$ cat src/rtl/wdt_pkg.sv
package wdt_pkg;
  typedef struct packed {
    logic load;     // timeout field accepted
    logic kick;     // strobe bit set
  } wdt_cmd_t;
endpackage

$ cat src/rtl/wdt_prescaler.sv
module wdt_prescaler #(
  parameter int DIV = 1024
) (
  input  logic clk,
  input  logic rst,
  input  logic osc_tick_i,
  output logic step_o
);
  localparam int PW = (DIV > 1) ? $clog2(DIV) : 1;

  logic [PW-1:0] pcnt_q;

  assign step_o = osc_tick_i && (pcnt_q == PW'(DIV - 1));

  always_ff @(posedge clk) begin
    if (rst) begin
      pcnt_q <= '0;
    end else if (osc_tick_i) begin
      if (step_o) pcnt_q <= '0;
      else        pcnt_q <= pcnt_q + 1'b1;
    end
  end
endmodule

$ cat src/rtl/wdt_ctrl_reg.sv
module wdt_ctrl_reg
  import wdt_pkg::*;
#(
  parameter int TOV_W = 6
) (
  input  logic             clk,
  input  logic             rst,
  input  logic             wr_en_i,
  input  logic [TOV_W+1:0] wr_data_i,
  output wdt_cmd_t         cmd_o,
  output logic [TOV_W-1:0] reload_val_o,
  output logic [TOV_W-1:0] tov_q
);
  localparam int LOCK_BIT = TOV_W;
  localparam int KICK_BIT = TOV_W + 1;

  logic lock_q;

  always_comb begin
    cmd_o.load   = wr_en_i && !lock_q;
    cmd_o.kick   = wr_en_i && wr_data_i[KICK_BIT];
    reload_val_o = cmd_o.load ? wr_data_i[TOV_W-1:0] : tov_q;
  end

  always_ff @(posedge clk) begin
    if (rst) begin
      tov_q  <= '0;
      lock_q <= 1'b0;
    end else if (wr_en_i) begin
      lock_q <= wr_data_i[LOCK_BIT];
      if (!lock_q) tov_q <= wr_data_i[TOV_W-1:0];
    end
  end
endmodule

$ cat src/rtl/wdt_counter.sv
module wdt_counter #(
  parameter int TOV_W = 6
) (
  input  logic             clk,
  input  logic             rst,
  input  logic             step_i,
  input  logic             reload_i,
  input  logic [TOV_W-1:0] reload_val_i,
  input  logic             rd_clr_i,
  output logic [TOV_W-1:0] cnt_q,
  output logic             flag_o,
  output logic             expire_o
);
  logic hit;

  assign hit = !reload_i && step_i && (cnt_q == TOV_W'(1));

  always_ff @(posedge clk) begin
    if (rst) begin
      cnt_q    <= '0;
      flag_o   <= 1'b0;
      expire_o <= 1'b0;
    end else begin
      expire_o <= hit;
      if (reload_i)                      cnt_q <= reload_val_i;
      else if (step_i && cnt_q != '0)    cnt_q <= cnt_q - 1'b1;
      if (hit)           flag_o <= 1'b1;
      else if (rd_clr_i) flag_o <= 1'b0;
    end
  end
endmodule

$ cat src/rtl/strobe_wdt.sv
module strobe_wdt
  import wdt_pkg::*;
#(
  parameter int DIV   = 1024,
  parameter int TOV_W = 6
) (
  input  logic             clk,
  input  logic             rst,
  input  logic             osc_tick_i,
  input  logic             wr_en_i,
  input  logic [TOV_W+1:0] wr_data_i,
  input  logic             rd_clr_i,
  output logic             wdt_flag_o,
  output logic             wdt_expire_o
);
  logic             step;
  wdt_cmd_t         cmd;
  logic [TOV_W-1:0] reload_val;
  logic [TOV_W-1:0] tov_q;
  logic [TOV_W-1:0] cnt_q;

  wdt_prescaler #(.DIV(DIV)) u_presc (
    .clk        (clk),
    .rst        (rst),
    .osc_tick_i (osc_tick_i),
    .step_o     (step)
  );

  wdt_ctrl_reg #(.TOV_W(TOV_W)) u_ctrl (
    .clk          (clk),
    .rst          (rst),
    .wr_en_i      (wr_en_i),
    .wr_data_i    (wr_data_i),
    .cmd_o        (cmd),
    .reload_val_o (reload_val),
    .tov_q        (tov_q)
  );

  wdt_counter #(.TOV_W(TOV_W)) u_cnt (
    .clk          (clk),
    .rst          (rst),
    .step_i       (step),
    .reload_i     (cmd.load || cmd.kick),
    .reload_val_i (reload_val),
    .rd_clr_i     (rd_clr_i),
    .cnt_q        (cnt_q),
    .flag_o       (wdt_flag_o),
    .expire_o     (wdt_expire_o)
  );
endmodule

$ cat config.mk
export PLATFORM = sky130hd
export DESIGN_NAME = strobe_wdt
export DESIGN_NICKNAME = d
export VERILOG_FILES = /design/src/rtl/wdt_pkg.sv /design/src/rtl/wdt_prescaler.sv /design/src/rtl/wdt_ctrl_reg.sv /design/src/rtl/wdt_counter.sv /design/src/rtl/strobe_wdt.sv
export SDC_FILE = /design/constraint.sdc
export NUM_CORES = 1
export LEC_CHECK = 0
export ABC_AREA = 1
export ABC_CLOCK_PERIOD_IN_PS = 2200
export BUFFER_PORTS_ARGS = -buffer_cell sky130_fd_sc_hd__clkbuf_2
export CORE_MARGIN = 2
export CORE_UTILIZATION = 45
export DETAILED_ROUTE_END_ITERATION = 7
export GPL_TIMING_DRIVEN = 0
export PLACE_DENSITY_LB_ADDON = 0.25
export SYNTH_ARGS = -nofsm -noshare
export SYNTH_HDL_FRONTEND = slang
export SYNTH_SLANG_ARGS = --single-unit
$ cat constraint.sdc
create_clock -name clk -period 2.2 [get_ports clk]
set_input_delay 0.11 -clock clk [delete_from_list [all_inputs] [get_ports clk]]
set_output_delay 0.11 -clock clk [all_outputs]
set_load 0.005 [all_outputs]
Yosys cells after proc, flatten, opt, wreduce, memory -nomap -nowiden
Index checks and enable logic that the tools add are counted.
- bitwise logic cells: 1
- equal/unequal tests: 2
- mux-type cells: 6
- reductions and logical operators: 13
- add/sub/neg operators: 2
- operators with widths (kind ; count):
    2-to-1 mux 6 bit ; 3
    adder 10 x 1 -> 10 bit (second input constant) ; 1
    equality test 10 bit (second input constant) ; 1
    2-to-1 mux 10 bit ; 1
    equality test 6 x 1 -> 1 bit (second input constant) ; 1
    logical AND 1 bit ; 6
    nonzero test 6 bit ; 1
    subtractor 6 x 1 -> 6 bit (second input constant) ; 1
    nonzero test 2 bit ; 2
    logical NOT 1 bit ; 2
    2-to-1 mux 1 bit ; 2
    AND reduction 2 bit ; 1
    logical OR 1 bit ; 1
    inverter 1 bit ; 1
- output and inout bits: 2
- register bits: 25
- bits of input ports: 13
- logic and storage cells: 30

Longest topological paths before layout
Gate-level depths: netlist of the first run.
- depth in word-level cells: 7
- depth in mapped cells: 9
- depth with buffers taken out: 9

Modules after synthesis
Synthesis of the first run repeated with hierarchy kept, for this count alone.
- cells, all modules: 214
- area, all modules: 1421.4 um2
- by module, submodules not included (module ; sequential area each (um2) ; cells each ; times used ; area an instance (um2)):
    wdt_prescaler ; 200.2 ; 78 ; 1 ; 531.8
    wdt_counter ; 160.2 ; 74 ; 1 ; 519.2
    wdt_ctrl_reg ; 140.1 ; 59 ; 1 ; 359.1
    strobe_wdt ; 0.0 ; 3 ; 1 ; 11.3

Worst setup path before layout of the first run
OpenSTA, ideal clock, no wires.
- path kind: reg2reg
- start point: register u_presc.pcnt_q[0]
- end point: register u_presc.pcnt_q[6]
- path slack: 0.917 ns
- period minus slack after synthesis: 1.283 ns
- data required time: 2.072 ns
- data arrival time: 1.155 ns
- buffers on the path: 0
- setup time: 0.128 ns
- stages on the path, launching flop included: 6
- cells stage by stage: dfxtp_1 -> ha_1 -> nand4_4 -> or2_2 -> o22ai_1 -> nor2_1
- cells in the longest elaborated chain, start to end: 3
- elaborated cells between the ends (all ways): 4
- classes of those cells: add/sub (1); eq/ne (1); mux (1); reduce/logical (1)
- RTL lines (element ; RTL line ; text):
    from (decl) ; wdt_prescaler.sv:11 ; logic [PW-1:0] pcnt_q;
    from (signal assigned) ; wdt_prescaler.sv:20 ; else pcnt_q <= pcnt_q + 1'b1;
    parallel branches: the longest is 2 deep, another holds adder 10 x 1 -> 10 bit ; -- ;
    2-to-1 mux 10 bit * ; wdt_prescaler.sv:19 ; if (step_o) pcnt_q <= '0;
Mark *: on every way between the ends.
A chain may end at the register's enable or synchronous reset.

Final worst setup path of the first run
- start point: register u_presc.pcnt_q[0]
- end point: register u_cnt.cnt_q[4]
- cells in the longest elaborated chain, start to end: 4
- RTL lines (element ; RTL line ; text):
    equality test 10 bit ; wdt_prescaler.sv:13 ; assign step_o = osc_tick_i && (pcnt_q == PW'(DIV - 1));
    logical AND 1 bit ; wdt_prescaler.sv:13 ;
    logical AND 1 bit ; wdt_counter.sv:26 ; else if (step_i && cnt_q != '0) cnt_q <= cnt_q - 1'b1;
    nonzero test 2 bit (no line) ; -- ;
    to (signal assigned) ; wdt_counter.sv:25 ; if (reload_i) cnt_q <= reload_val_i;
    to (signal assigned) ; wdt_counter.sv:26 ;
    to (decl) ; wdt_counter.sv:10 ; output logic [TOV_W-1:0] cnt_q,
No other way between the ends.

==> results.json, run 1 <==
{
  "final_max_slew_viol_count": 0,
  "path_cells": "ha_1 -> nand4_4 -> nor2_8 -> nand3_4 -> nand2_1 -> nand2_1 -> nand2_1 -> nor2_2",
  "post-dp-hpwl_um": 1900,
  "critPathLaunchType": "register",
  "power_uw": 863,
  "relSlewSlack": 0.706,
  "cts_root_buf": "clkbuf_4",
  "grt_max_degree": 15,
  "antenna_left": 0,
  "synth_area_sq_um": 1290,
  "setup_viol": 0,
  "final.setup.tns_ns": 0,
  "finalCriticalPeriod_ns": 1.43,
  "dieHeight_um": 57.5,
  "finalInstanceArea_sq_um": 1430,
  "fin_nets": 216,
  "clkLatencyLatePin_ns": 0.31,
  "clk_path_buf_depth": 2,
  "worstMarginPinSlew_ns": 0.441,
  "first_global_vias": 1148,
  "synth_area_leaders": "dfxtp_1, nand2_1, nor2_1",
  "cp_num_cells": 8,
  "clkTransAtPathRegs_ns": 0.14,
  "cts_max_level": 1,
  "grt_pass1_wl_um": 4590,
  "regArea_sq_um": 500,
  "synth_top_area_share": 0.388,
  "cpMostUsedCell": "nand2_1",
  "routed-via-count": 1161,
  "ys_seq_area_frac": 0.388,
  "post_cts_resized": 0,
  "fin_hold_ws_ns": 0.0315,
  "routed_wl_um": 2490,
  "crit_path_end_kind": "register",
  "min_period_over_period": 0.652,
  "slowest_stage": "dfxtp_1",
  "core-area_sq_um": 2730,
  "max_clock_freq_mhz": 697,
  "crit_path_max_incr_delay_ns": 0.40,
  "min_delay_path_depth": 3,
  "worst-path-buf-inv": 0,
  "rsz0062_at_grt": "no",
  "globalRouteTotalUtil": 0.174,
  "dpl_cell_area_sq_um": 1400,
  "crit_fanout": 9,
  "multiInputGateArea_sq_um": 694,
  "drive_above_1_share": 0.177,
  "cts_tree": "done",
  "drt-wirelength-per-cell_um": 10.9,
  "rows": 19,
  "initial_utilization": 0.472,
  "synthArstFlopShare": 0,
  "hp-class": "primary input to register",
  "numPortBuffers": 14,
  "avgViaCountPerCell": 5.07,
  "worstPathRequired_ns": 2.43,
  "cts.sinks": 25,
  "synth_edf_count": 0,
  "antenna_found_initial": 0,
  "cp_top_family": "simple AND/OR/NAND/NOR gates",
  "syn_inst": 180,
  "hold_viol": 0,
  "p_leak_nw": 0.678,
  "synth_area_leader_cell": "dfxtp_1",
  "synth_warnings": 0,
  "critPathKind": "register to register",
  "areaGrowthSynthToFinish_pct": 10.6,
  "netlist_top_cells_count": "nand2_1, nor2_1, dfxtp_1, inv_1, nand3_1",
  "gp_congestion": 0.862,
  "die_area_sq_um": 3310,
  "die_x_um": 57.5,
  "n_antenna_cell": 0,
  "reg2reg_depth": 8,
  "yosysMostFrequentCell": "nand2_1",
  "syn_avg_cell_area_sq_um": 7.17,
  "power_density_nw_per_um2": 605,
  "skew_ns": 0.00363,
  "status": "complete, no violations",
  "io_pins": 15,
  "detail_route.iter0.violations": 39,
  "synth_ff_type": "dfxtp_1",
  "ys_ff_latch": 25,
  "grt-ovfl-total": 0,
  "synth_fp_nets": 197,
  "synth_cell_types": 30,
  "drt_drc_violations_left": 0,
  "numCtsBuffers": 3,
  "maxCapViolCount": 0,
  "fillers": 268,
  "cts_hold_buf": 0,
  "cp.arrival_ns": 1.66,
  "fin_util": 0.522,
  "postCtsSetupBuffers": 0,
  "dr.pass1.iters": 4,
  "ir_drop_v": 0.000296
}
==> cells in the final DEF (no fill, tap or decap), types with 2 or more instances in the layout <==
cell	netlist	final
a21oi_1	8	8
clkbuf_2	0	14
clkbuf_4	0	3
dfxtp_1	25	25
ha_1	4	4
inv_1	18	18
nand2_1	40	40
nand2_2	4	4
nand3_1	11	11
nand3b_1	2	2
nand4_1	4	4
nor2_1	29	29
nor2_2	4	4
o21ai_0	9	9
o21ai_1	3	3
or2_2	2	2
xor2_1	2	2
==> final timing paths <==
path | from | end | slack [ns]
max | u_presc.pcnt_q[0] | u_cnt.cnt_q[4] | 0.77
min reg2reg | u_ctrl.tov_q[4] | u_ctrl.tov_q[4] | 0.48
max reg2reg | u_presc.pcnt_q[0] | u_cnt.cnt_q[4] | 0.77
min | wr_data_i[6] | u_ctrl.lock_q | 0.03
==> worst register-to-register path, stage by stage, from the launching register on <==
cell     delay (ns)
dfxtp_1        0.40
ha_1           0.23
nand4_4        0.17
nor2_8         0.16
nand3_4        0.14
nand2_1        0.11
nand2_1        0.05
nand2_1        0.07
nor2_2         0.04
==> cells by family after synthesis <==
group / after synthesis / synth area share
DFF: 25 / 0.388
and+or+nand+nor: 101 / 0.378
buffers and inverters: 23 / 0.0737
AOI/OAI and AO/OA: 24 / 0.101
adders and majority gates: 4 / 0.0388
xor gates and xnor gates: 3 / 0.0204
==> per-stage QoR <==
stage / worst slack [ns] / instances
after global routing: 0.616 / 229
final: 0.765 / 229
after CTS: 0.753 / 229
after global placement: 0.825 / 225
after detailed placement: 0.769 / 225
after floorplan: 0.917 / 180
==> flip-flops by register name, indices dropped and copies added (netlist names) <==
name	flops
u_cnt.flag_o	1
u_presc.pcnt_q	10
u_cnt.cnt_q	6
u_ctrl.tov_q	6
u_ctrl.lock_q	1
u_cnt.expire_o	1
==> report_power, final <==
part	total, mW	switching (mW)	leakage, nW	internal [mW]
combinational	0.165	0.100	0.456	0.0649
clock	0.205	0.137	0.0177	0.0679
sequential	0.493	0.0157	0.205	0.477
==> per-layer routing <==
metal	track usage	vias to the layer above	routed length, um
met5	0	-	0
met4	0.0831	0	44
met3	0.0227	4	67
met2	0.307	14	1250
met1	0.206	534	1130
li1	-	609	-
==> final cells by class <==
cell class | count | share of cell area
Buffer | 3 | 0.0140
Clock buffer | 3 | 0.0158
Clock inverter | 1 | 0.00351
Inverter | 20 | 0.0526
Multi-Input combinational cell | 132 | 0.487
Sequential cell | 25 | 0.351
Tap cell | 31 | 0.0272
Timing Repair Buffer | 14 | 0.0491
Note: power is estimated with default switching activity, not from simulation.
==> run 2, diff against run 1 <==
--- a/config.mk
+++ b/config.mk
@@ -6,7 +6,7 @@
 export NUM_CORES = 1
 export LEC_CHECK = 0
 export ABC_AREA = 1
-export ABC_CLOCK_PERIOD_IN_PS = 2200
+export ABC_CLOCK_PERIOD_IN_PS = 1450
 export BUFFER_PORTS_ARGS = -buffer_cell sky130_fd_sc_hd__clkbuf_2
 export CORE_MARGIN = 2
 export CORE_UTILIZATION = 45
==> constraint.sdc (replaced) <==
create_clock -name clk -period 1.45 [get_ports clk]
set_input_delay 0.0725 -clock clk [delete_from_list [all_inputs] [get_ports clk]]
set_output_delay 0.0725 -clock clk [all_outputs]
set_load 0.005 [all_outputs]
==> run 2 against run 1 <==
Effect of this change:
- power is 54% higher
- sequential power is 52% higher
- global-route usage hardly changed
- maximum frequency is 5.5% higher
- largest power group unchanged
- highest routed layer unchanged
==> results.json, run 2 (same netlist as run 1, synthesis figures left out) <==
{
  "skew_ns": 0.00826,
  "io_pins": 15,
  "drt-wirelength-per-cell_um": 11.2,
  "power_mw": 1.33,
  "cp-startpoint": "u_presc.pcnt_q[0]",
  "swShare": 0.296,
  "clk_path_buf_depth": 2,
  "cts_tree": "done",
  "power_density_nw_per_um2": 895,
  "largest_reg_flops": 10,
  "dr.pass1.iters": 4,
  "worstMarginPinSlew_ns": 0.439,
  "cts_max_level": 1,
  "n_antenna_cell": 0,
  "min_period_over_period": 0.938,
  "fin_util": 0.543,
  "max_clock_freq_mhz": 735,
  "p_int_uw": 934,
  "reg.largest.list": "u_presc.pcnt_q (10), u_cnt.cnt_q (6), u_ctrl.tov_q (6)",
  "routed_wl_um": 2590,
  "drive_above_1_share": 0.209,
  "hp-start": "wr_data_i[5]",
  "finalInstanceArea_sq_um": 1480,
  "antenna_left": 0,
  "numPortBuffers": 14,
  "fillers": 264,
  "detail_route.iter0.violations": 43,
  "globalRouteTotalUtil": 0.174,
  "combPwrFrac": 0.197,
  "seqPwrFrac": 0.566,
  "dieHeight_um": 57.5,
  "final_max_slew_viol_count": 0,
  "grt_max_degree": 15,
  "reg2reg_depth": 8,
  "first_global_vias": 1150,
  "die_area_sq_um": 3310,
  "clkLatencyLatePin_ns": 0.32,
  "core-area_sq_um": 2730,
  "gp_congestion": 0.862,
  "min_delay_path_depth": 3,
  "antenna_found_initial": 0,
  "final.setup.tns_ns": 0,
  "worstPathRequired_ns": 1.68,
  "final_common_cell": "nand2_1",
  "fin_nets": 219,
  "p_leak_nw": 0.687,
  "crit_path_end_kind": "register",
  "grt-ovfl-total": 0,
  "cp.arrival_ns": 1.59,
  "relSlewSlack": 0.707,
  "hold_viol": 0,
  "critPathKind": "register to register",
  "initial_utilization": 0.472,
  "setup_viol": 0,
  "grt_pass1_wl_um": 4600,
  "final_cell_mix": "nand2_1, nor2_1, dfxtp_1",
  "drt_drc_violations_left": 0,
  "areaGrowthSynthToFinish_pct": 15.0,
  "net-switching-power_uw": 394,
  "maxCapViolCount": 0,
  "ir_drop_v": 0.000453,
  "crit_fanout": 6,
  "cts_root_buf": "clkbuf_4",
  "hp-class": "primary input to register",
  "largest_register": "u_presc.pcnt_q",
  "die_x_um": 57.5,
  "status": "complete, no violations",
  "numCtsBuffers": 3,
  "routed-via-count": 1192,
  "regArea_sq_um": 505,
  "critPathLaunchType": "register",
  "rows": 19,
  "dpl_cell_area_sq_um": 1400,
  "r2r_start": "u_presc.pcnt_q[0]",
  "finalCriticalPeriod_ns": 1.36,
  "rsz0062_at_grt": "no",
  "clkTransAtPathRegs_ns": 0.14,
  "multiInputGateArea_sq_um": 727,
  "clockPowerShare": 0.237,
  "post-dp-hpwl_um": 1900,
  "cts.sinks": 25,
  "avgViaCountPerCell": 5.14
}
[run 2: layout make-up]
type	count	share of cell area
multi-input combinational	133	0.490
sequential	25	0.341
timing repair buffer	16	0.0607
inverter	20	0.0506
tap	31	0.0261
clock buffer	3	0.0152
buffer	3	0.0135
clock inverter	1	0.00337
[run 2: stage by stage]
step	hold slack (ns)	worst slack, ns	std cells
3_3_place_gp	0.300	0.0747	225
4_1_cts	0.0113	0.00293	231
5_1_grt	0.0240	0.00597	232
2_1_floorplan	0.211	0.167	180
6_report	0.0204	0.0900	232
3_5_place_dp	0.324	0.0189	225
[run 2: critical path: stages, from the launching register on]
cell	delay, ns
dfxtp_4	0.40
ha_4	0.15
nand4_4	0.16
nor2_8	0.20
nand3_4	0.12
nand2_2	0.09
nand2_1	0.05
nand2_1	0.06
nor2_2	0.04
[run 2: metal layers]
metal,global-route usage,routed length [um]
met5,0,0
met4,0.0831,44
met3,0.0227,90
met2,0.307,1310
met1,0.207,1150
[run 2: timing repair]
item / in CTS / in global routing
setup buffers: 0 / 0
hold buffers: 2 / 0
setup endpoints to repair: 0 / 13
hold endpoints to repair: 2 / 0
resized for setup: 0 / 9
[run 2: worst paths after layout]
check | endpoint | slack [ns]
worst max-delay path | u_cnt.cnt_q[4] | 0.09
worst min-delay path | u_ctrl.tov_q[5] | 0.02
worst max register to register | u_cnt.cnt_q[4] | 0.09
worst min register to register | u_ctrl.tov_q[4] | 0.48
[run 2: power by group through the flow]
stage,logic [mW],registers [mW],clock network (mW)
after CTS,0.255,0.748,0.322
final,0.262,0.751,0.315
after global placement,0.240,0.761,0
after global routing,0.303,0.755,0.353
after detailed placement,0.248,0.763,0
after floorplan,0.189,0.757,0
